**src/rtl/hop_slot_pkg.sv**
```systemverilog
package hop_slot_pkg;

    localparam int DEF_HOP_MAX   = 4;
    localparam int DEF_PAYLOAD_W = 16;

    typedef struct packed {
        logic grant;
        logic reject;
    } verdict_t;

    typedef enum logic [1:0] {
        SRC_NONE = 2'd0,
        SRC_GEN  = 2'd1,
        SRC_ARR  = 2'd2
    } wsrc_e;

    function automatic verdict_t decide(input logic req, input logic ok);
        verdict_t v;
        v.grant  = req & ok;
        v.reject = req & ~ok;
        return v;
    endfunction

endpackage

```
**src/rtl/hop_admit.sv**
```systemverilog
module hop_admit
    import hop_slot_pkg::*;
#(
    parameter int NUM_SLOTS = DEF_HOP_MAX + 1,
    parameter int SLOT_W    = $clog2(NUM_SLOTS)
) (
    input  logic [NUM_SLOTS-1:0] occ,
    input  logic                 gen_req,
    input  logic                 arr_req,
    input  logic [SLOT_W-1:0]    arr_hop,
    input  logic                 con_req,
    input  logic [SLOT_W-1:0]    con_slot,
    output verdict_t             gen_v,
    output verdict_t             arr_v,
    output verdict_t             con_v,
    output logic                 hop_bad,
    output logic [NUM_SLOTS-1:0] clr,
    output wsrc_e                wsrc [NUM_SLOTS]
);

    logic                 con_in_range;
    logic [NUM_SLOTS-1:0] avail;
    logic [NUM_SLOTS-1:0] arr_hit;
    logic                 gen_ok;
    logic                 arr_ok;

    always_comb begin
        con_in_range = int'(con_slot) < NUM_SLOTS;
        hop_bad      = arr_req && (int'(arr_hop) >= NUM_SLOTS - 1);
        for (int i = 0; i < NUM_SLOTS; i++) begin
            clr[i]     = con_req && con_in_range && (int'(con_slot) == i) && occ[i];
            avail[i]   = ~occ[i] | clr[i];
            arr_hit[i] = arr_req && !hop_bad && (i > 0) && (int'(arr_hop) + 1 == i);
        end
        gen_ok = avail[0];
        arr_ok = |(arr_hit & avail);
        for (int i = 0; i < NUM_SLOTS; i++) begin
            if (i == 0 && gen_req && gen_ok)
                wsrc[i] = SRC_GEN;
            else if (arr_hit[i] && avail[i])
                wsrc[i] = SRC_ARR;
            else
                wsrc[i] = SRC_NONE;
        end
        gen_v = decide(gen_req, gen_ok);
        arr_v = decide(arr_req, arr_ok);
        con_v = decide(con_req, |clr);
    end

    // a slot is only released if it was holding a packet
    always_comb begin
        p_clear_only_full_r6: assert ((clr & ~occ) == '0);
    end

endmodule

```
**src/rtl/hop_slot_bank.sv**
```systemverilog
module hop_slot_bank
    import hop_slot_pkg::*;
#(
    parameter int NUM_SLOTS = DEF_HOP_MAX + 1,
    parameter int PAYLOAD_W = DEF_PAYLOAD_W
) (
    input  logic                                clk,
    input  logic                                rst,
    input  logic [NUM_SLOTS-1:0]                clr,
    input  wsrc_e                               wsrc [NUM_SLOTS],
    input  logic [PAYLOAD_W-1:0]                gen_data,
    input  logic [PAYLOAD_W-1:0]                arr_data,
    output logic [NUM_SLOTS-1:0]                occ,
    output logic [NUM_SLOTS-1:0][PAYLOAD_W-1:0] slot_data
);

    for (genvar g = 0; g < NUM_SLOTS; g++) begin : g_slot
        logic                 occ_q;
        logic [PAYLOAD_W-1:0] data_q;

        always_ff @(posedge clk) begin
            if (rst) begin
                occ_q  <= 1'b0;
                data_q <= '0;
            end else begin
                unique case (wsrc[g])
                    SRC_GEN: begin
                        occ_q  <= 1'b1;
                        data_q <= gen_data;
                    end
                    SRC_ARR: begin
                        occ_q  <= 1'b1;
                        data_q <= arr_data;
                    end
                    default: begin
                        if (clr[g])
                            occ_q <= 1'b0;
                    end
                endcase
            end
        end

        assign occ[g]       = occ_q;
        assign slot_data[g] = data_q;

        // a write never lands on a slot that stays occupied
        p_write_needs_room_r3: assert property (@(posedge clk) disable iff (rst)
            (wsrc[g] != SRC_NONE) |-> (!occ_q || clr[g]));
    end

endmodule

```
**src/rtl/hop_slot_alloc.sv**
```systemverilog
module hop_slot_alloc
    import hop_slot_pkg::*;
#(
    parameter int HOP_MAX   = DEF_HOP_MAX,
    parameter int PAYLOAD_W = DEF_PAYLOAD_W,
    localparam int NUM_SLOTS = HOP_MAX + 1,
    localparam int SLOT_W    = $clog2(NUM_SLOTS)
) (
    input  logic                 clk,
    input  logic                 rst,
    input  logic                 gen_req,
    input  logic [PAYLOAD_W-1:0] gen_data,
    input  logic                 arr_req,
    input  logic [SLOT_W-1:0]    arr_hop,
    input  logic [PAYLOAD_W-1:0] arr_data,
    input  logic                 con_req,
    input  logic [SLOT_W-1:0]    con_slot,
    input  logic [SLOT_W-1:0]    probe_idx,
    output logic                 gen_grant,
    output logic                 gen_reject,
    output logic                 arr_grant,
    output logic                 arr_reject,
    output logic                 hop_err,
    output logic                 con_grant,
    output logic                 con_reject,
    output logic [PAYLOAD_W-1:0] con_data,
    output logic [NUM_SLOTS-1:0] free_vec,
    output logic                 probe_free
);

    logic [NUM_SLOTS-1:0]                occ;
    logic [NUM_SLOTS-1:0][PAYLOAD_W-1:0] slot_data;
    logic [NUM_SLOTS-1:0]                clr;
    wsrc_e                               wsrc [NUM_SLOTS];
    verdict_t                            gen_v, arr_v, con_v;
    verdict_t                            gen_q, arr_q, con_q;
    logic                                hop_bad, hop_err_q;
    logic [PAYLOAD_W-1:0]                picked, con_data_q;

    hop_admit #(.NUM_SLOTS(NUM_SLOTS), .SLOT_W(SLOT_W)) u_admit (
        .occ      (occ),
        .gen_req  (gen_req),
        .arr_req  (arr_req),
        .arr_hop  (arr_hop),
        .con_req  (con_req),
        .con_slot (con_slot),
        .gen_v    (gen_v),
        .arr_v    (arr_v),
        .con_v    (con_v),
        .hop_bad  (hop_bad),
        .clr      (clr),
        .wsrc     (wsrc)
    );

    hop_slot_bank #(.NUM_SLOTS(NUM_SLOTS), .PAYLOAD_W(PAYLOAD_W)) u_bank (
        .clk       (clk),
        .rst       (rst),
        .clr       (clr),
        .wsrc      (wsrc),
        .gen_data  (gen_data),
        .arr_data  (arr_data),
        .occ       (occ),
        .slot_data (slot_data)
    );

    always_comb begin
        picked     = '0;
        probe_free = 1'b0;
        for (int i = 0; i < NUM_SLOTS; i++) begin
            if (int'(con_slot) == i)
                picked = slot_data[i];
            if (int'(probe_idx) == i)
                probe_free = ~occ[i];
        end
    end

    always_ff @(posedge clk) begin
        if (rst) begin
            gen_q      <= '0;
            arr_q      <= '0;
            con_q      <= '0;
            hop_err_q  <= 1'b0;
            con_data_q <= '0;
        end else begin
            gen_q     <= gen_v;
            arr_q     <= arr_v;
            con_q     <= con_v;
            hop_err_q <= hop_bad;
            if (con_v.grant)
                con_data_q <= picked;
        end
    end

    assign gen_grant  = gen_q.grant;
    assign gen_reject = gen_q.reject;
    assign arr_grant  = arr_q.grant;
    assign arr_reject = arr_q.reject;
    assign con_grant  = con_q.grant;
    assign con_reject = con_q.reject;
    assign hop_err    = hop_err_q;
    assign con_data   = con_data_q;
    assign free_vec   = ~occ;

    // every request gets exactly one answer in the next cycle
    p_gen_answer_r8: assert property (@(posedge clk) disable iff (rst)
        gen_req |=> (gen_grant ^ gen_reject));
    p_arr_answer_r8: assert property (@(posedge clk) disable iff (rst)
        arr_req |=> (arr_grant ^ arr_reject));
    p_con_answer_r8: assert property (@(posedge clk) disable iff (rst)
        con_req |=> (con_grant ^ con_reject));
    p_no_spurious_r8: assert property (@(posedge clk) disable iff (rst)
        !(gen_req || arr_req || con_req) |=> !(gen_grant || gen_reject ||
          arr_grant || arr_reject || con_grant || con_reject));
    // a generation grant leaves slot 0 occupied
    p_gen_fills_slot0_r2: assert property (@(posedge clk) disable iff (rst)
        gen_grant |-> !free_vec[0]);
    // a hop error always comes with an arrival reject
    p_hop_err_rejects_r4: assert property (@(posedge clk) disable iff (rst)
        hop_err |-> (arr_reject && !arr_grant));
    // with no grant at the last edge, occupancy is unchanged
    p_reject_keeps_state_r6: assert property (@(posedge clk) disable iff (rst)
        !(gen_grant || arr_grant || con_grant) |-> $stable(free_vec));
    // a consumption grant frees its slot unless a packet refilled it
    p_con_frees_r5: assert property (@(posedge clk) disable iff (rst)
        (con_req && !gen_req && !arr_req && !free_vec[0] && con_slot == '0)
        |=> free_vec[0]);

endmodule

```
**config.mk**
```make
export PLATFORM = sky130hd
export DESIGN_NAME = hop_slot_alloc
export DESIGN_NICKNAME = d
export VERILOG_FILES = /design/src/rtl/hop_slot_pkg.sv /design/src/rtl/hop_admit.sv /design/src/rtl/hop_slot_bank.sv /design/src/rtl/hop_slot_alloc.sv
export SDC_FILE = /design/constraint.sdc
export NUM_CORES = 1
export LEC_CHECK = 0
export ABC_AREA = 1
export BUFFER_PORTS_ARGS = -buffer_cell sky130_fd_sc_hd__buf_4
export CAP_MARGIN = 40
export CELL_PAD_IN_SITES_DETAIL_PLACEMENT = 1
export CELL_PAD_IN_SITES_GLOBAL_PLACEMENT = 1
export CORE_MARGIN = 10
export CORE_UTILIZATION = 44
export DETAILED_ROUTE_END_ITERATION = 8
export PLACE_DENSITY = 0.92
export SLEW_MARGIN = 40
export SYNTH_ARGS = -nofsm -noshare
export SYNTH_HDL_FRONTEND = slang
export SYNTH_HIERARCHICAL = 1
export SYNTH_SLANG_ARGS = --single-unit
```
**constraint.sdc**
```tcl
create_clock -name clk -period 3.2 [get_ports clk]
set_input_delay 0.48 -clock clk [delete_from_list [all_inputs] [get_ports clk]]
set_output_delay 0.48 -clock clk [all_outputs]
set_load 0.01 [all_outputs]
```
==> results of run 1 <==
## routing by layer
metal / vias up / wire (um)
li1: 3182 / -
met1: 3121 / 9300
met2: 198 / 10700
met3: 47 / 1160
met4: 0 / 587
met5: - / 0
## cell families after synthesis
| group | Yosys count | share of synthesized area |
|---|---|---|
| AOI/OAI and AO/OA | 133 | 0.118 |
| other | 1 | 0.000602 |
| DFF | 108 | 0.347 |
| buffers and inverters | 185 | 0.143 |
| adders and majority gates | 5 | 0.0100 |
| and+or+nand+nor | 604 | 0.382 |
## sequential cells by signal (all words and copies together) (netlist names)
signal	flops
hop_err	1
con_grant	1
gen_reject	1
u_bank/g_slot.data_q	80
arr_grant	1
arr_reject	1
con_reject	1
con_data	16
u_bank/g_slot.occ_q	5
gen_grant	1
## cells in the final DEF (no fill, tap or decap), types with 9 or more instances in the layout
cell	n
dfxtp_1	108
nor2_1	288
o21ai_0	74
a21oi_1	23
o21ai_1	17
buf_4	82
o21ai_2	18
clkbuf_16	9
inv_1	113
nand3_1	24
nand2_1	268
## worst paths after layout
path,start,to
setup reg to reg,u_bank/g_slot[1].occ_q,con_data[0]
hold reg to reg,con_data[8],con_data[8]
hold / removal,arr_hop[2],hop_err
setup / recovery,con_slot[0],u_bank/g_slot[3].data_q[14]
## final cells by class
| class | instances | share of cell area |
|---|---|---|
| clock buffer | 11 | 0.0363 |
| multi-input combinational | 747 | 0.459 |
| clock inverter | 5 | 0.00593 |
| sequential | 108 | 0.311 |
| timing repair buffer | 82 | 0.0885 |
| tap | 180 | 0.0324 |
| inverter | 123 | 0.0669 |
## power groups by stage
stage / clock network [W] / registers, W / logic [W]
after floorplan: 0 / 0.00153 / 0.000423
after global placement: 0 / 0.00154 / 0.000571
after detailed placement: 0 / 0.00155 / 0.000597
after CTS: 0.00115 / 0.00152 / 0.000608
after global routing: 0.00121 / 0.00153 / 0.000690
final: 0.00114 / 0.00152 / 0.000620
## worst max-delay path: stages
cell,delay [ns]
buf_4,0.20
nand2_1,0.08
inv_1,0.11
nand2_2,0.09
nand2_1,0.10
nand2_2,0.09
inv_1,0.10
ha_1,0.27
inv_2,0.51
nand2_1,0.20
nor2_1,0.14
nor2_1,0.05
## per-stage QoR
stage	hold slack (ns)	cell area, sq um	setup WS (ns)	total power (W)
final	0.416	6960	1.03	0.00327
after global routing	0.462	6960	0.895	0.00343
after CTS	0.414	6960	1.08	0.00327
after detailed placement	0.464	6660	0.788	0.00214
after global placement	0.455	6660	0.888	0.00211
after floorplan	0.433	6250	1.30	0.00195
==> metrics.txt, run 1 <==
FP Rows=43; worst vdd ir=339 uV; Relative slew margins=0.167; Core ar.=13900 sq um; LEAKAGE=between 3 and 4 nW; Period Utilization, post-route=0.680; final WL=21700 um; Routed Antenna Nets=0; count leader, synth=nor2_1; GP Congestion=0.833; post-CTS resize count=0; Cell variety after synth=29; Critical Path End Type=register; gr busiest metal=met2; Syn Inst Count=1036; die area=19300 sq um; leading register cell type out of synthesis=dfxtp_1; M3 GR Usage=0.0346; share of post-route cells with drive strength above 1=0.129; Worst Path Class, Setup=input pin to register; first-pass GRT wire length=35100 um; Clock Latency Late Sink=approximately 0.36 ns; diodes inserted=0; Clock Skews=about 0.013 ns; sequential fraction of design power=0.464; switching share of total power=0.314; total negative slack=0 ns; EDFF count, synth=0; P_int=about 0.0022 W; Yosys Warn Count=6; Core Util, Final=0.501; # IOs=75; Synth area leader=dfxtp_1; Crit Path Max Fanout=32; hpwl dp=14000 um; combinational power share=0.189; total global-route track usage=0.219; ys async rst share=0; pin count of the biggest net entering global routing=81; clk sinks=108; count of final setup violators=0; met2 GRT Util=0.375; vias in the first global route=6836; startpoint types=input pin; status=completed; Worst-path clk slew=0.08 ns; sequential standard cell area=between 2000 and 2500 sq um; vias per cell=5.21; DR vias=6548; Hold Path Depth=5; Die W=139 um; r2r setup slk=1.17 ns; Die H=139 um; htree depth=3; Critical Path AT=2.43 ns; post-synthesis register bit count=108; final worst path period need=2.17 ns; Final Max Slew Viols=0; fmax=460 MHz; area added between synthesis and finish=11.7%; CTS Buf Count=9; mean post-synth cell area=6.01 sq um; top cells by area, synth=dfxtp_1 35%, nor2_1 17%, nand2_1 16%; nets@finish=1122; area of the multi-input gates=3200 sq um; placed insts=1240; port buffer count=74; initial antenna violation count=0; cts hold-fix bufs=0; Hold Crit Class=input pin to register; clock tree root buffer cell=clkbuf_16; Max Cap Viol=0; Pre-antenna DRT Iters=5; Initial Utilization=0.449; M1 GR Usage=0.265; Finished Layout Cells=1256; RSZ-0062 raised after global routing=no; CTS tree=yes; Critical Path RT=3.46 ns; share of the synthesized area in the top cell type=0.347; Routed WL per cell=17.3 um; Iteration-0 DRC Markers=~400; gr ovfl total=0; R2R cell count=6; Clk pwr share=0.347; most frequent cells after synthesis=288 x nor2_1, 268 x nand2_1, 113 x inv_1, 108 x dfxtp_1, 74 x o21ai_0; register area share after synthesis=0.347; Mapped Area=6230 sq um; DRC errors left=0; slew at the pin with the worst max-slew slack=roughly 1.2 ns; Fillers=1990; Switch Pwr=just over 0.001 W; Max Root-Sink Buffers=2; Power per Cell Area=470 nW/um^2; post-CTS setup buffers=0; Final Hold Fails=0
(Power assumes the default switching activity.)
==> inputs of run 2 (changes only) <==
ABC_AREA = 0   (was 1)
CORE_UTILIZATION = 46   (was 44)
PLACE_DENSITY = 0.87   (was 0.92)
clock period = 2.2 ns   (was 3.2 ns; I/O delays follow)
==> run 2 against run 1 <==
Net effect:
- clock power rose by 40%
- sequential share of layout area fell by 1.5 points
- critical path depth fell by 4
- synthesized cell count fell by 40%
- critical endpoint is now u_bank/g_slot[2].data_q[1]
- largest power group unchanged
- area after synthesis fell by 1.9%
- combinational power rose by 68%
- critical path type unchanged
- power rose by 48%
- sequential power rose by 45%
- die area fell by 5.3%
- setup slack got worse by 0.90 ns
- core utilization rose by 5.5 points
==> metrics.txt, run 2 <==
fin worst setup slack=0.130 ns (was 1.03 ns); nets@finish=748 (was 1122); Cell variety after synth=43 (was 29); initial antenna violation count=0 (unchanged); diodes inserted=0 (unchanged); Synth area leader=dfxtp_1 (unchanged); Relative slew margins=0.617 (was 0.167); DR vias=5147 (was 6548); clk sinks=108 (unchanged); Initial Utilization=0.465 (was 0.449); most common cell after layout, fill and taps aside=buf_4 (was nor2_1); pin count of the biggest net entering global routing=53 (was 81); DRC errors left=0 (unchanged); dpl cell area=7000 sq um (was 6660 sq um); RSZ-0062 raised after global routing=no (unchanged); total global-route track usage=0.218 (was 0.219); final WL=20100 um (was 21700 um); gr ovfl total=0 (unchanged); sequential fraction of design power=0.457 (was 0.464); share of the synthesized area in the top cell type=0.354 (was 0.347); startpoint types=input pin (unchanged); Die H=135 um (was 139 um); # IOs=75 (unchanged); ys async rst share=0 (unchanged); CTS tree=yes (unchanged); Hold Crit Class=input pin to register (unchanged); Power Total=0.00485 W (was 0.00327 W); hpwl dp=14800 um (was 14000 um); combinational power share=0.214 (was 0.189); Routed WL per cell=22.9 um (was 17.3 um); switching share of total power=0.289 (was 0.314); Critical Path RT=2.46 ns (was 3.46 ns); most frequent cells after synthesis=108 x dfxtp_1, 87 x nor2b_1, 80 x mux2i_1, 52 x a211oi_1, 39 x nor2_1 (was 288 x nor2_1, 268 x nand2_1, 113 x inv_1, 108 x dfxtp_1, 74 x o21ai_0); worst vdd ir=547 uV (was 339 uV); port buffer count=74 (unchanged); Worst-path clk slew=0.07 ns (was 0.08 ns); Max Cap Viol=0 (unchanged); Largest register FFs=80 (unchanged); count of final setup violators=0 (unchanged); largest register by flop count=u_bank/g_slot.data_q (unchanged); first-pass GRT wire length=31400 um (was 35100 um); Period Utilization, post-route=0.941; final worst path period need=2.07 ns; Critical Path AT=2.33 ns (was 2.43 ns); Clock Skews=0.00499 ns (was 0.0130 ns); Routed Antenna Nets=0 (unchanged); Iteration-0 DRC Markers=266 (was 396); area added between synthesis and finish=19.6% (was 11.7%); Pre-antenna DRT Iters=6 (was 5); top cells by area, synth=dfxtp_1 35%, mux2i_1 13%, nor2b_1 8.9% (was dfxtp_1 35%, nor2_1 17%, nand2_1 16%); share of post-route cells with drive strength above 1=0.298 (was 0.129); Finished Cell Area=7310 sq um (was 6960 sq um); P_int=0.00345 W (was 0.00224 W); Switch Pwr=0.00140 W (was 0.00103 W); register area share after synthesis=0.354 (was 0.347); leading register cell type out of synthesis=dfxtp_1 (unchanged); CTS Buf Count=9 (unchanged); FP Rows=42 (was 43); vias in the first global route=5774 (was 6836); Final Hold Fails=0 (unchanged); GP Congestion=0.856 (was 0.833); Hold Slack=0.332 ns (was 0.416 ns); post-synthesis register bit count=108 (unchanged); Power per Cell Area=663 nW/um^2 (was 470 nW/um^2); slew at the pin with the worst max-slew slack=0.574 ns (was 1.25 ns); die area=18300 sq um (was 19300 sq um); vias per cell=5.86 (was 5.21); Clk pwr share=0.329 (was 0.347); htree depth=3 (unchanged); LEAKAGE=2.69 nW (was 3.51 nW); Worst Path Class, Setup=input pin to register (unchanged); Syn Inst Count=619 (was 1036); Final Max Slew Viols=0 (unchanged); Core ar.=13100 sq um (was 13900 sq um); count leader, synth=dfxtp_1 (was nor2_1); Mapped Area=6110 sq um (was 6230 sq um); fmax=483 MHz; EDFF count, synth=0 (unchanged); status=completed (unchanged); cts hold-fix bufs=0 (unchanged); Critical Path End Type=register (unchanged); Yosys Warn Count=6 (unchanged); Max Root-Sink Buffers=2 (unchanged); Die W=135 um (was 139 um); mean post-synth cell area=9.88 sq um (was 6.01 sq um); most frequent cells in the layout=109 x buf_4, 108 x dfxtp_1, 86 x nor2b_1 (was 288 x nor2_1, 268 x nand2_1, 113 x inv_1); Clock Latency Late Sink=0.36 ns (about the same); clock tree root buffer cell=clkbuf_16 (unchanged); pre-CTS WS=-0.214 ns (was 0.788 ns); Crit Path Max Fanout=8 (was 32); total negative slack=0 ns (unchanged)
==> run 2: cell count changes after synthesis, moves of 52 or more <==
cell / previous run / this run
nor2b_1: 0 / 87
nand2_1: 268 / 4
inv_1: 113 / 19
mux2i_1: 0 / 80
nor2_1: 288 / 39
o21ai_0: 74 / 10
a211oi_1: 0 / 52
==> run 2: path summary, 6_finish.rpt <==
path | startpoint | slack (ns) | endpoint | cells after the start
hold reg to reg | u_bank/g_slot[0].data_q[1] | 0.52 | u_bank/g_slot[0].data_q[1] | 2
hold / removal | arr_hop[2] | 0.33 | hop_err | 3
setup / recovery | con_slot[2] | 0.13 | u_bank/g_slot[2].data_q[1] | 8
setup reg to reg | u_bank/g_slot[2].occ_q | 0.17 | con_data[2] | 7
==> run 2: area by class of cell <==
| class | count | area, sq um |
|---|---|---|
| clock inverter | 3 | 18.8 |
| sequential | 108 | 2160 |
| multi-input combinational | 435 | 3490 |
| tap | 176 | 220 |
| fill | 1456 | 5830 |
| inverter | 22 | 85.1 |
| timing repair buffer | 121 | 1060 |
| clock buffer | 13 | 270 |
==> run 2: power by group through the flow <==
stage | sequential (W) | combinational, W | clock, W
2_1_floorplan | 0.00222 | 0.000634 | 0
3_3_place_gp | 0.00224 | 0.000947 | 0
3_5_place_dp | 0.00226 | 0.00101 | 0
4_1_cts | 0.00221 | 0.00102 | 0.00163
5_1_grt | 0.00223 | 0.00112 | 0.00171
6_report | 0.00221 | 0.00104 | 0.00160
==> run 2: routing by layer <==
metal,wire length (um),track usage
met3,801,0.0497
met4,728,0.0855
met1,7880,0.233
met5,0,0
met2,10700,0.402
==> run 2: stage by stage <==
step / utilization / std cells
2_1_floorplan: - / 623
3_3_place_gp: 0.532 / 862
3_5_place_dp: 0.532 / 862
4_1_cts: 0.555 / 878
5_1_grt: 0.556 / 878
6_report: 0.556 / 878
==> run 2: worst max-delay path, stage by stage <==
cell,delay (ns)
buf_4,0.11
buf_4,0.15
nand4bb_1,0.22
a2111oi_2,0.56
ha_1,0.39
buf_4,0.18
nor2b_1,0.14
a211oi_1,0.25
==> run 2: logic make-up (layout without fill, tap and decap cells) <==
group                      after synthesis  count (layout)  synth area share
and+or+nand+nor                        169             169             0.161
other                                    1               5          0.000613
buffers and inverters                   80             159            0.0808
DFF                                    108             108             0.354
AOI/OAI and AO/OA                      158             158             0.227
adders and majority gates                5               5            0.0102
muxes                                   98              98             0.166
==> run 2: repair_timing <==
item,4_1_cts,5_1_grt
pin swaps,0,0
resized for setup,1,6
setup endpoints to repair,15,16
cloned,0,0
setup buffers,0,0
